## config.mk

```make
export PLATFORM = sky130hd
export DESIGN_NAME = strobe_decoder
export DESIGN_NICKNAME = d
export VERILOG_FILES = /design/src/rtl/strobe_dec_pkg.sv /design/src/rtl/sdec_input_sync.sv /design/src/rtl/sdec_hold_reg.sv /design/src/rtl/sdec_onehot.sv /design/src/rtl/strobe_decoder.sv
export SDC_FILE = /design/constraint.sdc
export NUM_CORES = 1
export LEC_CHECK = 0
export BUFFER_PORTS_ARGS = -buffer_cell sky130_fd_sc_hd__buf_2
export CORE_MARGIN = 1.5
export CORE_UTILIZATION = 50
export DETAILED_ROUTE_END_ITERATION = 6
export GPL_ROUTABILITY_DRIVEN = 0
export PLACE_DENSITY = 0.85
export RECOVER_POWER = 50
export SLEW_MARGIN = 20
export SYNTH_ARGS = -nofsm -noshare
export SYNTH_HDL_FRONTEND = slang
export SYNTH_SLANG_ARGS = --single-unit
```

## constraint.sdc

```tcl
create_clock -name clk -period 1.3 [get_ports clk]
set_input_delay 0.195 -clock clk [delete_from_list [all_inputs] [get_ports clk]]
set_output_delay 0.195 -clock clk [all_outputs]
set_load 0.05 [all_outputs]
```

## src/rtl/strobe_dec_pkg.sv

```systemverilog
package strobe_dec_pkg;

  typedef enum logic {
    POL_ACTIVE_LOW  = 1'b0,
    POL_ACTIVE_HIGH = 1'b1
  } polarity_e;

  localparam int unsigned DEF_CODE_W = 4;

endpackage

```

## src/rtl/sdec_input_sync.sv

```systemverilog
module sdec_input_sync #(
  parameter int unsigned WIDTH   = 5,
  parameter bit          SYNC_EN = 1'b1
) (
  input  logic             clk,
  input  logic             rst,
  input  logic [WIDTH-1:0] din,
  output logic [WIDTH-1:0] dout
);

  localparam int unsigned STAGES = SYNC_EN ? 2 : 1;

  logic [WIDTH-1:0] stg [STAGES];

  always_ff @(posedge clk) begin
    if (rst) begin
      for (int i = 0; i < STAGES; i++) stg[i] <= '0;
    end else begin
      stg[0] <= din;
      for (int i = 1; i < STAGES; i++) stg[i] <= stg[i-1];
    end
  end

  assign dout = stg[STAGES-1];

endmodule

```

## src/rtl/sdec_hold_reg.sv

```systemverilog
module sdec_hold_reg #(
  parameter int unsigned CODE_W        = 4,
  parameter int unsigned SETUP_CYC     = 2,
  parameter int unsigned MIN_PULSE_CYC = 2
) (
  input  logic              clk,
  input  logic              rst,
  input  logic              strb,
  input  logic [CODE_W-1:0] data,
  output logic [CODE_W-1:0] code,
  output logic              timing_err
);

  localparam int unsigned SW = $clog2(SETUP_CYC + 1) + 1;
  localparam int unsigned PW = $clog2(MIN_PULSE_CYC + 1) + 1;
  localparam logic [SW-1:0] SETUP_LIM = SW'(SETUP_CYC);
  localparam logic [PW-1:0] PULSE_LIM = PW'(MIN_PULSE_CYC);

  logic              strb_d;
  logic [CODE_W-1:0] data_d;
  logic [SW-1:0]     since_chg;
  logic [PW-1:0]     hi_cnt;
  logic              fall;
  logic              short_pulse;
  logic              late_data;

  // held code
  always_ff @(posedge clk) begin
    if (rst)       code <= '0;
    else if (strb) code <= data;
  end

  // history for the timing checks
  always_ff @(posedge clk) begin
    if (rst) begin
      strb_d    <= 1'b0;
      data_d    <= '0;
      since_chg <= SETUP_LIM;
      hi_cnt    <= '0;
    end else begin
      strb_d <= strb;
      data_d <= data;
      if (data != data_d)          since_chg <= '0;
      else if (since_chg < SETUP_LIM) since_chg <= since_chg + 1'b1;
      if (!strb)                   hi_cnt <= '0;
      else if (hi_cnt < PULSE_LIM) hi_cnt <= hi_cnt + 1'b1;
    end
  end

  assign fall        = strb_d & ~strb;
  assign short_pulse = hi_cnt < PULSE_LIM;
  assign late_data   = since_chg < SETUP_LIM;

  always_ff @(posedge clk) begin
    if (rst)       timing_err <= 1'b0;
    else if (fall && (short_pulse || late_data)) timing_err <= 1'b1;
  end

  AST_FOLLOW_WHILE_HIGH: assert property (@(posedge clk) disable iff (rst)
    strb |=> (code == $past(data)));
  AST_HOLD_WHILE_LOW: assert property (@(posedge clk) disable iff (rst)
    !strb |=> $stable(code));
  AST_FLAG_STICKY: assert property (@(posedge clk) disable iff (rst)
    timing_err |=> timing_err);
  AST_FLAG_ONLY_AT_FALL: assert property (@(posedge clk) disable iff (rst)
    (!timing_err && !fall) |=> !timing_err);

endmodule

```

## src/rtl/sdec_onehot.sv

```systemverilog
module sdec_onehot
  import strobe_dec_pkg::*;
#(
  parameter int unsigned CODE_W   = 4,
  parameter polarity_e   POLARITY = POL_ACTIVE_HIGH
) (
  input  logic [CODE_W-1:0]      code,
  input  logic                   inhibit,
  output logic [(1<<CODE_W)-1:0] sel
);

  localparam int unsigned N_OUT = 1 << CODE_W;

  logic [N_OUT-1:0] hit;

  for (genvar i = 0; i < N_OUT; i++) begin : g_line
    assign hit[i] = (code == CODE_W'(i));
  end

  if (POLARITY == POL_ACTIVE_HIGH) begin : g_pos
    assign sel = inhibit ? '0 : hit;
  end else begin : g_neg
    assign sel = inhibit ? '1 : ~hit;
  end

endmodule

```

## src/rtl/strobe_decoder.sv

```systemverilog
module strobe_decoder
  import strobe_dec_pkg::*;
#(
  parameter int unsigned CODE_W        = DEF_CODE_W,
  parameter polarity_e   POLARITY      = POL_ACTIVE_HIGH,
  parameter bit          SYNC_EN       = 1'b1,
  parameter int unsigned SETUP_CYC     = 2,
  parameter int unsigned MIN_PULSE_CYC = 2
) (
  input  logic                   clk,
  input  logic                   rst,
  input  logic                   strobe_i,
  input  logic [CODE_W-1:0]      data_i,
  input  logic                   inhibit_i,
  output logic [(1<<CODE_W)-1:0] sel_o,
  output logic                   timing_err_o
);

  localparam int unsigned N_OUT = 1 << CODE_W;

  logic [CODE_W:0]   samp;
  logic              strb_s;
  logic [CODE_W-1:0] data_s;
  logic [CODE_W-1:0] held;
  logic [N_OUT-1:0]  act_view;

  sdec_input_sync #(
    .WIDTH   (CODE_W + 1),
    .SYNC_EN (SYNC_EN)
  ) u_sync (
    .clk  (clk),
    .rst  (rst),
    .din  ({strobe_i, data_i}),
    .dout (samp)
  );

  assign strb_s = samp[CODE_W];
  assign data_s = samp[CODE_W-1:0];

  sdec_hold_reg #(
    .CODE_W        (CODE_W),
    .SETUP_CYC     (SETUP_CYC),
    .MIN_PULSE_CYC (MIN_PULSE_CYC)
  ) u_hold (
    .clk        (clk),
    .rst        (rst),
    .strb       (strb_s),
    .data       (data_s),
    .code       (held),
    .timing_err (timing_err_o)
  );

  sdec_onehot #(
    .CODE_W   (CODE_W),
    .POLARITY (POLARITY)
  ) u_dec (
    .code    (held),
    .inhibit (inhibit_i),
    .sel     (sel_o)
  );

  assign act_view = (POLARITY == POL_ACTIVE_HIGH) ? sel_o : ~sel_o;

  AST_SINGLE_ACTIVE: assert property (@(posedge clk) disable iff (rst)
    !inhibit_i |-> ($countones(act_view) == 1 && act_view[held]));
  AST_INHIBIT_IDLE: assert property (@(posedge clk) disable iff (rst)
    inhibit_i |-> (act_view == '0));
  AST_RESET_CLEARS: assert property (@(posedge clk)
    $past(rst) |-> (held == '0 && !timing_err_o));

endmodule

```

==> results.sh <==
export IMPL_layout_common_cells="dfxtp_1 (22), nor2b_1 (14), buf_6 (12)"
export IMPL_dieWidth_um=47.4
export IMPL_drive_gt1_share_pct=44.2
export IMPL_htreeDepth=1
export IMPL_synthCells=105
export IMPL_power_mw=1.37
export IMPL_clkLatencyLatePin_ns=0.31
export IMPL_io_buffers=24
export IMPL_placementRows=15
export IMPL_vias=845
export IMPL_path_clk_slew_ns=0.13
export IMPL_syn_nets=115
export IMPL_yosysSeqAreaShare_pct=52.9
export IMPL_wl_per_cell_um=15.7
export IMPL_mostFrequentLayoutCell="dfxtp_1"
export IMPL_min_from="strobe_i"
export IMPL_hold_violations=0
export IMPL_final_util_pct=83.0
export IMPL_crit_path_end_kind="output port"
export IMPL_synth_avg_cell_area_um2=9.37
export IMPL_stdcell_area_um2=1480
export IMPL_worstSetupPathType="flop to output port"
export IMPL_hold_path_class="primary input to flop"
export IMPL_leakage_nw=0.579
export IMPL_rsz0062_at_grt="true"
export IMPL_whs_endpoint="u_sync.stg[0][4]$_SDFF_PP0_"
export IMPL_r2r_end="u_hold.hi_cnt[0]$_SDFFE_PP0N_"
export IMPL_nets=149
export IMPL_synth_cell_types=23
export IMPL_cp_data_required_time_ns=1.11
export IMPL_clk_path_buf_depth=2
export IMPL_wl_um=2560
export IMPL_path_cells="or3b_4, nor3_4, buf_6"
export IMPL_slowest_stage="or3b_4"
export IMPL_start_util_pct=55.2
export IMPL_max_slew_margin_pct=60.4
export IMPL_skew_ns=0.00657
export IMPL_synth_ff_type="dfxtp_1"
export IMPL_worst_pin_slew_ns=0.593
export IMPL_synth_top_area_share_pct=52.9
export IMPL_area_growth_pct=50.5
export IMPL_grt_overflow=0
export IMPL_grt_first_pass_wirelength_um=3490
export IMPL_slowest_delay_ns=0.43
export IMPL_cts_root_buffer="clkbuf_4"
export IMPL_dpl_cell_area_um2=1230
export IMPL_peakVddDrop_v=0.000941
export IMPL_drtPass1Iterations=4
export IMPL_numCtsBuffers=3
export IMPL_drtIter0Drc=10
export IMPL_via_per_inst=5.18
export IMPL_async_flop_share_pct=0
export IMPL_ys_seq_elements=26
export IMPL_synth_top_cell_by_area="dfxtp_1"
export IMPL_hpwl_um=1370
export IMPL_grt_pass1_vias=803
export IMPL_floorplan_die_height_um=47.4
export IMPL_cts_tree="built"
export IMPL_reg2reg_depth=2
export IMPL_power_density_nw_per_um2=923
export IMPL_cts_sinks=26
export IMPL_max_freq_ghz=0.615
export IMPL_violations="negative setup slack"
export IMPL_rrSetupSlack_ns=0.24
export IMPL_outcome="finished with violations"
export IMPL_coreArea_um2=1780
export IMPL_antenna_found_initial=0
export IMPL_finalCritPeriodShare_pct=125
export IMPL_yosys_warnings=0
export IMPL_synth_edff_count=0
export IMPL_worst_slack_ns=-0.325
export IMPL_diodes=0
export IMPL_ant_nets=0
export IMPL_n_fill_cell=93
export IMPL_hold_depth=2
export IMPL_grtUsageTotal_pct=22.7
export IMPL_slew_viol_final=0
export IMPL_cp_start_kind="flop"
export IMPL_maxCapViolCount=0
export IMPL_synth_cell_area_um2=983
export IMPL_netlist_top_cells_area="dfxtp_1 (53%), nor2b_1 (8.9%), nor2_1 (7.6%)"
export IMPL_min_period_ns=1.63
export IMPL_cp_arrival_ns=1.43
export IMPL_cp_max_fo=4
export IMPL_io_pins=25
export IMPL_setup_violations=16
export IMPL_dieArea_um2=2240
export IMPL_fin_setup_tns_ns=-4.14
export IMPL_drc=0
export IMPL_grt_max_degree=15
export IMPL_worstReg2RegStart="u_hold.hi_cnt[1]$_SDFFE_PP0N_"
## worst max-delay path by stage
stage / from / to / cells past startpoint
5_1_grt: u_hold.code[2]$_SDFFE_PP0P_ / sel_o[15] / 4
3_3_place_gp: u_hold.code[3]$_SDFFE_PP0P_ / sel_o[4] / 3
2_1_floorplan: u_hold.code[2]$_SDFFE_PP0P_ / sel_o[5] / 2
6_report: u_hold.code[2]$_SDFFE_PP0P_ / sel_o[4] / 3
4_1_cts: u_hold.code[2]$_SDFFE_PP0P_ / sel_o[4] / 3
3_5_place_dp: u_hold.code[2]$_SDFFE_PP0P_ / sel_o[4] / 3
## per-layer routing
layer	GRT usage [%]	vias to the layer above	share of wire (%)
li1	-	407	-
met1	24.5	396	42
met2	42.7	40	51
met3	4.23	2	5.8
met4	8.89	0	0.62
met5	0	-	0
## power breakdown
group          switching, mW  total [mW]  internal, mW
Sequential            0.0230       0.849         0.826
Combinational         0.0726       0.132        0.0599
Clock                  0.214       0.385         0.171
Total                  0.310        1.37          1.06
## cells by family (layout without fill, tap and decap cells)
| family | count (synthesis) | after routing | share of synthesized area, % |
|---|---|---|---|
| mux | 4 | 4 | 4.07 |
| compound gates | 9 | 9 | 5.09 |
| buf+inv | 8 | 41 | 3.18 |
| xor+xnor | 5 | 5 | 4.45 |
| fa+ha+maj | 2 | 2 | 2.54 |
| flops | 26 | 26 | 52.9 |
| simple gates | 51 | 51 | 27.7 |
## metrics by stage
step / worst slack [ns] / std cells / hold WS, ns
floorplan: -0.109 / 105 / 0.267
global placement: -0.0236 / 158 / 0.403
detailed placement: -0.0746 / 158 / 0.410
CTS: -0.317 / 163 / 0.0776
global route: -0.392 / 163 / 0.0744
finish: -0.325 / 163 / 0.0808
## cell type report
type | instances | area, µm² | area share [%]
sequential | 26 | 526 | 35.5
multi-input combinational | 71 | 563 | 38.0
inverter | 5 | 18.8 | 1.27
timing repair buffer | 32 | 305 | 20.6
tap | 25 | 31.3 | 2.11
clock buffer | 4 | 36.3 | 2.45
## cell usage after synthesis, types with 2 or more instances
| cell type | number |
|---|---|
| clkbuf_1 | 2 |
| dfxtp_1 | 26 |
| nor2_1 | 20 |
| inv_1 | 5 |
| mux2i_1 | 4 |
| nor2b_1 | 14 |
| nand2_1 | 2 |
| nor3_1 | 5 |
| a21oi_1 | 5 |
| ha_1 | 2 |
| xnor2_1 | 5 |
| nand2b_1 | 4 |
## flip-flops by register name, indices dropped and copies added, names as in the netlist
name	count
u_sync.stg	10
u_hold.code	4
u_hold.data_d	4
u_hold.hi_cnt	3
u_hold.since_chg	3
u_hold.strb_d	1
u_hold.timing_err	1
## what timing repair did
action / in CTS / in global routing
gates resized for setup: 40 / 21
setup buffers: 1 / 0
pin swaps: 7 / 6
setup endpoints to repair: 16 / 16
hold buffers: 0 / 0
## critical path, delay by kind of cell, from the launching register on
family / cells / cell delay, ns
flops: 1 / 0.37
buf+inv: 1 / 0.18
simple gates: 2 / 0.57
Note: power is estimated with default switching activity, not from simulation.
